--- src/rtl/apl_pkg.sv ---
`timescale 1ns/1ps
package apl_pkg;
    // default widths of a ceiling field and of a pending counter
    parameter int unsigned APL_LIM_W = 6;
    parameter int unsigned APL_CNT_W = 8;

    // channel index used for per-channel arrays
    typedef enum int unsigned {
        CH_RD = 0,
        CH_WR = 1
    } apl_ch_e;

    localparam int unsigned APL_NUM_CH = 2;
endpackage

--- src/rtl/apl_cnt_next.sv ---
`timescale 1ns/1ps
// Next value of one pending counter; issue and retire may coincide.
module apl_cnt_next #(
    parameter int unsigned W = 8
) (
    input  logic [W-1:0] cur,
    input  logic         inc,
    input  logic         dec,
    output logic [W-1:0] nxt
);
    always_comb begin
        unique case ({inc, dec})
            2'b10:   nxt = cur + W'(1);
            2'b01:   nxt = cur - W'(1);
            default: nxt = cur;
        endcase
    end
endmodule

--- src/rtl/apl_admit.sv ---
`timescale 1ns/1ps
// Admission decision for both address channels, read served first.
module apl_admit #(
    parameter int unsigned LIM_W = 6,
    parameter int unsigned CNT_W = 8
) (
    input  logic [CNT_W-1:0] cnt_rd,
    input  logic [CNT_W-1:0] cnt_wr,
    input  logic             hold_rd,
    input  logic             hold_wr,
    input  logic [LIM_W-1:0] max_rd,
    input  logic [LIM_W-1:0] max_wr,
    input  logic [LIM_W-1:0] max_all,
    input  logic             req_rd,
    output logic             ok_rd,
    output logic             ok_wr
);
    localparam int unsigned SUM_W = CNT_W + 1;

    logic [SUM_W-1:0] used;
    logic [SUM_W-1:0] used_after_rd;
    logic             room_rd;
    logic             room_wr;
    logic             room_all_rd;
    logic             room_all_wr;
    logic             take_rd;

    always_comb begin
        used = SUM_W'(cnt_rd) + SUM_W'(cnt_wr)
             + SUM_W'(hold_rd) + SUM_W'(hold_wr);

        room_rd     = (max_rd == '0) || (cnt_rd < CNT_W'(max_rd));
        room_wr     = (max_wr == '0) || (cnt_wr < CNT_W'(max_wr));
        room_all_rd = (max_all == '0) || (used < SUM_W'(max_all));

        // a new read that will be forwarded this cycle claims a slot first
        take_rd       = req_rd && !hold_rd && room_rd && room_all_rd;
        used_after_rd = used + SUM_W'(take_rd);
        room_all_wr   = (max_all == '0) || (used_after_rd < SUM_W'(max_all));

        ok_rd = hold_rd || (room_rd && room_all_rd);
        ok_wr = hold_wr || (room_wr && room_all_wr);
    end
endmodule

--- src/rtl/apl_limiter.sv ---
`timescale 1ns/1ps
module apl_limiter
    import apl_pkg::*;
#(
    parameter int unsigned LIM_W = APL_LIM_W,
    parameter int unsigned CNT_W = APL_CNT_W
) (
    input  logic             clk,
    input  logic             rst_n,
    input  logic [LIM_W-1:0] cfg_rd_max,
    input  logic [LIM_W-1:0] cfg_wr_max,
    input  logic [LIM_W-1:0] cfg_all_max,
    input  logic             s_arvalid,
    output logic             s_arready,
    output logic             m_arvalid,
    input  logic             m_arready,
    input  logic             s_awvalid,
    output logic             s_awready,
    output logic             m_awvalid,
    input  logic             m_awready,
    input  logic             m_rvalid,
    input  logic             m_rlast,
    output logic             m_rready,
    output logic             s_rvalid,
    output logic             s_rlast,
    input  logic             s_rready,
    input  logic             m_bvalid,
    output logic             m_bready,
    output logic             s_bvalid,
    input  logic             s_bready
);
    typedef struct packed {
        logic [APL_NUM_CH-1:0][CNT_W-1:0] cnt;
        logic [APL_NUM_CH-1:0]            hold;
    } state_t;

    state_t state_d, state_q;

    logic                             ok_rd, ok_wr;
    logic [APL_NUM_CH-1:0]            issue, retire;
    logic [APL_NUM_CH-1:0][CNT_W-1:0] cnt_nxt;
    logic [CNT_W-1:0]                 cnt_rd_w, cnt_wr_w;

    assign cnt_rd_w = state_q.cnt[CH_RD];
    assign cnt_wr_w = state_q.cnt[CH_WR];

    apl_admit #(.LIM_W(LIM_W), .CNT_W(CNT_W)) admit_i (
        .cnt_rd  (cnt_rd_w),
        .cnt_wr  (cnt_wr_w),
        .hold_rd (state_q.hold[CH_RD]),
        .hold_wr (state_q.hold[CH_WR]),
        .max_rd  (cfg_rd_max),
        .max_wr  (cfg_wr_max),
        .max_all (cfg_all_max),
        .req_rd  (s_arvalid),
        .ok_rd   (ok_rd),
        .ok_wr   (ok_wr)
    );

    // address gating and response pass-through
    always_comb begin
        m_arvalid = s_arvalid && ok_rd;
        s_arready = m_arready && ok_rd;
        m_awvalid = s_awvalid && ok_wr;
        s_awready = m_awready && ok_wr;

        s_rvalid  = m_rvalid;
        s_rlast   = m_rlast;
        m_rready  = s_rready;
        s_bvalid  = m_bvalid;
        m_bready  = s_bready;

        issue[CH_RD]  = m_arvalid && m_arready;
        issue[CH_WR]  = m_awvalid && m_awready;
        retire[CH_RD] = m_rvalid && s_rready && m_rlast;
        retire[CH_WR] = m_bvalid && s_bready;
    end

    for (genvar ch = 0; ch < APL_NUM_CH; ch++) begin : g_ch
        apl_cnt_next #(.W(CNT_W)) cnt_i (
            .cur (state_q.cnt[ch]),
            .inc (issue[ch]),
            .dec (retire[ch]),
            .nxt (cnt_nxt[ch])
        );
    end

    always_comb begin
        state_d            = state_q;
        state_d.cnt        = cnt_nxt;
        state_d.hold[CH_RD] = m_arvalid && !m_arready;
        state_d.hold[CH_WR] = m_awvalid && !m_awready;
    end

    always_ff @(posedge clk) begin
        if (!rst_n) state_q <= '0;
        else        state_q <= state_d;
    end
endmodule

--- config.mk ---
export PLATFORM = sky130hd
export DESIGN_NAME = apl_limiter
export DESIGN_NICKNAME = d
export VERILOG_FILES = /design/src/rtl/apl_pkg.sv /design/src/rtl/apl_cnt_next.sv /design/src/rtl/apl_admit.sv /design/src/rtl/apl_limiter.sv
export SDC_FILE = /design/constraint.sdc
export NUM_CORES = 1
export LEC_CHECK = 0
export ABC_AREA = 1
export BUFFER_PORTS_ARGS = -buffer_cell sky130_fd_sc_hd__buf_2
export CORE_MARGIN = 10
export CORE_UTILIZATION = 45
export CTS_BUF_LIST = sky130_fd_sc_hd__clkbuf_4 sky130_fd_sc_hd__clkbuf_8
export CTS_CLUSTER_DIAMETER = 200
export CTS_CLUSTER_SIZE = 24
export DETAILED_ROUTE_END_ITERATION = 10
export GPL_TIMING_DRIVEN = 1
export MAX_ROUTING_LAYER = met4
export PLACE_DENSITY = 0.71
export SLEW_MARGIN = 20
export SYNTH_ARGS = -nofsm -noshare
export SYNTH_HDL_FRONTEND = slang
export SYNTH_SLANG_ARGS = --single-unit
--- constraint.sdc ---
create_clock -name clk -period 9.65 [get_ports clk]
set_input_delay 1.93 -clock clk [delete_from_list [all_inputs] [get_ports clk]]
set_output_delay 1.93 -clock clk [all_outputs]
set_load 0.005 [all_outputs]
After elaboration in Yosys (flattened, before gate mapping)

Index checks and enable logic that the tools add are counted.

Bits in registers: 18
Latch bits: 0
Bits in writable memories: 0
Bits in read-only memories: 0
Output and inout bits: 9
Memories kept: 0

$add $sub $neg: 8
Multiply operators: 0
Div/mod/pow operators: 0
Order comparisons: 4
Eq/ne operators: 4
Shifts and indexed selects: 0
Multiplexer cells: 2
Bitwise logic cells: 0
Reduce and logical (&&, ||, !) cells: 30

Operators by type and width:

| operator              | count |
|---|---|
| $pmux W8 S2           | 2 |
| $add A9 B1 Y9         | 3 |
| $logic_not A6 Y1      | 3 |
| $lt A9 B6 Y1          | 2 |
| $add A8 B1 Y8 const B | 2 |
| $logic_and A1 B1 Y1   | 16 |
| $lt A8 B6 Y1          | 2 |
| $sub A8 B1 Y8 const B | 2 |
| $add A8 B8 Y9         | 1 |
| $logic_or A1 B1 Y1    | 6 |
| $eq A2 B1 Y1 const B  | 2 |
| $eq A2 B2 Y1 const B  | 2 |
| $reduce_bool A2 Y1    | 2 |
| $logic_not A1 Y1      | 3 |

Logic depth before layout (Yosys ltp)

Depth in word-level cells: 15
Depth in mapped cells: 52
Depth with buffers taken out: 52

Modules after synthesis

A second synthesis with hierarchy kept.

Cells, all modules: 510
Area, all modules: 3019.1 um^2

Modules (own cells, without submodules):

| module       | instances | cells an instance | area each (um^2) |
|---|---|---|---|
| apl_admit    | 1         | 218               | 1325.0 |
| apl_cnt_next | 2         | 107               | 531.8 |
| apl_limiter  | 1         | 78                | 630.6 |

Worst setup path after synthesis

OpenSTA, ideal clock, no wires.

Kind: input -> output
From: input cfg_rd_max[5]
To: output m_awvalid
Arrival: 4.845 ns
Slack: 2.875 ns
Stages: 28
Path through: inv_1 > ha_1 > a2111oi_0 > o21ai_0 > nand2_1 > nand2_2 > nor2_1 > ha_1 > ha_1 > inv_1 > nor2_4 > nand3_2 > xnor2_1 > inv_1 > ha_1 > nand2_1 > nor2_1 > o21ai_0 > o211ai_1 > nand2_1 > nand2_1 > a21oi_1 > nand4_1 > nand2_1 > nand2_2 > nand2_2 > nand2_2 > inv_1

Word-level cells in the longest chain between the ends: 10

Ends and longest elaborated chain:

| element                                                 | line              | text |
|---|---|---|
| from (decl)                                             | apl_limiter.sv:10 | `input logic [LIM_W-1:0] cfg_rd_max,` |
| $lt A8 B6 Y1 / $logic_not A6 Y1 (equally long branches) | apl_admit.sv:32   | `room_rd = (max_rd == '0) \|\| (cnt_rd < CNT_W'(max_rd));` |
| $logic_or A1 B1 Y1 (*)                                  | apl_admit.sv:32   |  |
| $logic_and A1 B1 Y1 (*) (2 in a row)                    | apl_admit.sv:37   | `take_rd = req_rd && !hold_rd && room_rd && room_all_rd;` |
| $add A9 B1 Y9 (*)                                       | apl_admit.sv:38   | `used_after_rd = used + SUM_W'(take_rd);` |
| $lt A9 B6 Y1 (*)                                        | apl_admit.sv:39   | `room_all_wr = (max_all == '0) \|\| (used_after_rd < SUM_W'(max_all));` |
| $logic_or A1 B1 Y1 (*)                                  | apl_admit.sv:39   |  |
| $logic_and A1 B1 Y1 (*)                                 | apl_admit.sv:42   | `ok_wr = hold_wr \|\| (room_wr && room_all_wr);` |
| $logic_or A1 B1 Y1 (*)                                  | apl_admit.sv:42   |  |
| $logic_and A1 B1 Y1 (*)                                 | apl_limiter.sv:64 | `m_awvalid = s_awvalid && ok_wr;` |
| to (decl)                                               | apl_limiter.sv:19 | `output logic m_awvalid,` |

Every way passes the cells marked *; elsewhere a longest branch is shown, timed or not.

Worst setup path in the final report

From: register state_q[1] (netlist bit)
To: output m_awvalid

Word-level cells in the longest chain between the ends: 10

Ends and longest elaborated chain:

| element                 | line              | text |
|---|---|---|
| from (decl)             | apl_limiter.sv:37 | `state_t state_d, state_q;` |
| from (signal assigned)  | apl_limiter.sv:97 | `else state_q <= state_d;` |
| $add A9 B1 Y9           | apl_admit.sv:30   | `+ SUM_W'(hold_rd) + SUM_W'(hold_wr);` |
| $lt A9 B6 Y1            | apl_admit.sv:34   | `room_all_rd = (max_all == '0) \|\| (used < SUM_W'(max_all));` |
| $logic_or A1 B1 Y1      | apl_admit.sv:34   |  |
| $logic_and A1 B1 Y1     | apl_admit.sv:37   |  |
| $add A9 B1 Y9           | apl_admit.sv:38   |  |
| $lt A9 B6 Y1            | apl_admit.sv:39   |  |
| $logic_or A1 B1 Y1      | apl_admit.sv:39   |  |
| $logic_and A1 B1 Y1     | apl_admit.sv:42   |  |
| $logic_or A1 B1 Y1 (*)  | apl_admit.sv:42   |  |
| $logic_and A1 B1 Y1 (*) | apl_limiter.sv:64 |  |

Marked as above.

==> flow_metrics.env <==
export IMPL_port_buffer_count=37
export IMPL_cts_setup_buffers=0
export IMPL_post_layout_total_power_uw=958.0
export IMPL_power_combinational_fraction_pct=76.7
export IMPL_fmax_mhz=130.8
export IMPL_antenna_violations_before_repair=0
export IMPL_part_of_the_power_in_registers_pct=16.3
export IMPL_critical_path_top_delay_family="adder cells"
export IMPL_peakVddDrop_uv=109.7
export IMPL_post_synthesis_mux_area_share_pct=0
export IMPL_vias=2449
export IMPL_hp_class="reg -> reg"
export IMPL_period_share_pct=79.23
export IMPL_power_share_switching_pct=54.19
export IMPL_grt_overflow_total=0
export IMPL_netlist_cell_type_count=33
export IMPL_post_drt_via_cell_ratio=4.957
export IMPL_most_used_dff_post_synth="sky130_fd_sc_hd__dfxtp_1"
export IMPL_final_layout_size_suffix_gt1_share_pct=16.35
export IMPL_worst_clock_skew_ps=5.172
export IMPL_ios=38
export IMPL_critical_path_buffer_and_inverter_count=7
export IMPL_groute_usage_overall_pct=13.71
export IMPL_hold_viol_final=0
export IMPL_routability_congestion=0.8733
export IMPL_cts_repair_resized=0
export IMPL_drt_initial_drc_count=80
export IMPL_h_tree_depth=1
export IMPL_synth_cells=389
export IMPL_power_switching_uw=519.2
export IMPL_synth_cell_area_um2=2616
export IMPL_n_fill_cell=587
export IMPL_post_detailed_route_count_of_antenna_violating_nets=0
export IMPL_async_set_or_reset_flop_fraction_in_the_synthesized_netlist_pct=0
export IMPL_yosys_register_bits=18
export IMPL_grt_first_pass_wirelength_um=10320
export IMPL_critical_path_arrival_ps=5720
export IMPL_die_width_um=96.25
export IMPL_post_synth_top_count_cell="sky130_fd_sc_hd__inv_1"
export IMPL_static_leakage_power_uw=0.001714
export IMPL_routed_wire_length_per_instance_um=11.76
export IMPL_crit_path_frequent_cell="sky130_fd_sc_hd__nand2_1"
export IMPL_synth_seq_area_share_pct=13.77
export IMPL_placeableCoreArea_um2=5574
export IMPL_power_share_clock_pct=7.0
export IMPL_clk_latency_ps=270
export IMPL_yosysTopAreaCellShare_pct=24.39
export IMPL_cts_hold_buffers_added=0
export IMPL_synth_fp_nets=473
export IMPL_yosys_area_share_xor_xnor_pct=5.022
export IMPL_synth_top_family_by_area="simple AND/OR/NAND/NOR gates"
export IMPL_die_area_um2=9264
export IMPL_vertical_die_dimension_um=96.25
export IMPL_required_ps=7720
export IMPL_cts_root_to_sink_buffers=2
export IMPL_internal_power_uw=438.9
export IMPL_synth_edf_count=0
export IMPL_fin_setup_tns_ps=0
export IMPL_cp_end_kind="output port"
export IMPL_cap_violations=0
export IMPL_synth_cells_most_frequent="sky130_fd_sc_hd__inv_1 (76), sky130_fd_sc_hd__nand2_1 (68), sky130_fd_sc_hd__ha_1 (51)"
export IMPL_setup_repair_after_global_routing_missed_its_margin="false"
export IMPL_grt_max_degree=13
export IMPL_cts_root_buffer="sky130_fd_sc_hd__clkbuf_8"
export IMPL_period_minus_slack_ps=7646
export IMPL_initial_core_util_pct=46.94
export IMPL_max_slew_margin_rel_pct=72.80
export IMPL_rows=27
export IMPL_tritoncts="yes"
export IMPL_fraction_of_the_mapped_netlist_area_in_compound_gates_pct=12.72
export IMPL_clk_transition_reported_paths_ps=80
export IMPL_route_detailed_drc=0
export IMPL_final_max_slew_viol_count=0
export IMPL_cts_num_sinks=18
export IMPL_biggest_fanout_along_the_worst_timing_path=4
export IMPL_crit_path_top_delay_cell="sky130_fd_sc_hd__fa_1"
export IMPL_cts_buffers=3
export IMPL_post_dp_hpwl_um=5006
export IMPL_flow_area_growth_from_synthesis_pct=10.76
export IMPL_synth_area_top_cells="sky130_fd_sc_hd__ha_1 (24%), sky130_fd_sc_hd__dfxtp_1 (14%), sky130_fd_sc_hd__inv_1 (11%)"
export IMPL_n_antenna_cell=0
export IMPL_crit_type="reg -> out"
export IMPL_synthSimpleGateAreaFrac_pct=28.12
export IMPL_synthAdderAreaFrac_pct=27.45
export IMPL_drt_pass1_iterations=4
export IMPL_grt_pass1_vias=2434
export IMPL_cp_slowest_stage_delay_ps=550
export IMPL_finalSetupViolations=0
export IMPL_synth_area_leader_cell="sky130_fd_sc_hd__ha_1"
export IMPL_status="completed"
export IMPL_routed_wl_um=5807
export IMPL_ys_warn_count=0
export IMPL_synth_area_per_cell_um2=6.726
export IMPL_worst_slew_pin_slew_ps=407.6
export IMPL_crit_path_start_kind="register"
export IMPL_power_density_nw_per_um2=330.6
export IMPL_finalNetCount=507
==> final cells by class <==
cell class              instances  area, um^2  area share, %
repair buffers                 37       185.2          6.390
inverters                      77       289.0          9.974
multi-input cells             286        1918          66.19
well taps                      72       90.09          3.109
flip-flops and latches         18       360.3          12.44
clock buffers                   4       55.05          1.900
==> logic make-up (layout without fill, tap and decap cells) <==
family	after synthesis	after routing
flip-flops	18	18
XOR/XNOR	15	15
AO/OA/AOI/OAI	59	59
AND/OR/NAND/NOR	157	157
adder cells (fa/ha/maj)	55	55
buffers and inverters	85	118
==> cells in the final DEF (no fill, tap or decap), drive strengths merged, types with 9 or more instances in the layout <==
master / synthesis / final
ha: 51 / 51
xor2: 9 / 9
nand3: 23 / 23
a21oi: 26 / 26
nand2: 82 / 82
buf: 5 / 37
nor2: 42 / 42
o21ai: 25 / 25
inv: 77 / 77
dfxtp: 18 / 18
==> power by group through the flow <==
stage	combinational [uW]	clock (uW)	sequential, uW
floorplan	582	0	137
global placement	717	0	158
detailed placement	738	0	158
CTS	743	66.2	156
global route	863	69.1	162
finish	735	67.0	156
==> worst paths after layout <==
kind | startpoint | end | slack [ps] | cells past startpoint
max reg2reg | state_q[1] | cnt_wr_w[7] | 2370 | 52
max | state_q[1] | m_awvalid | 2000 | 40
min | cnt_wr_w[7] | cnt_wr_w[7] | 530 | 2
min reg2reg | cnt_wr_w[7] | cnt_wr_w[7] | 530 | 2
==> state kept, by name, summed over array words and instances (netlist names) <==
| name | count |
|---|---|
| cnt_rd_w | 8 |
| state_q | 2 |
| cnt_wr_w | 8 |
==> layer usage <==
metal	vias to the layer above	wire, um	track usage [%]
met2	42	2737	24.16
met1	1092	2839	16.52
met4	0	36	2.211
met5	-	0	-
li1	1311	-	-
met3	4	193	1.634
==> worst reg2reg max path: cells and delay by family, from the launching register on <==
family / cells / cell delay [ps]
fa+ha+maj: 9 / 2720
xor+xnor: 1 / 170
flops: 1 / 360
simple gates: 27 / 2230
buf+inv: 5 / 350
compound gates: 10 / 1330
==> per-stage QoR <==
| step | utilization [%] | instance area [um^2] | setup slack (ps) | hold slack [ps] | std cells |
|---|---|---|---|---|---|
| 2_1_floorplan | - | 2616 | 2875 | 473.5 | 389 |
| 3_3_place_gp | 51.00 | 2843 | 2409 | 515.2 | 490 |
| 3_5_place_dp | 51.00 | 2843 | 2287 | 514.5 | 490 |
| 4_1_cts | 51.99 | 2898 | 1995 | 527.0 | 494 |
| 5_1_grt | 51.99 | 2898 | 1441 | 569.5 | 494 |
| 6_report | 51.99 | 2898 | 2004 | 525.7 | 494 |
Note: power is estimated with default switching activity, not from simulation.
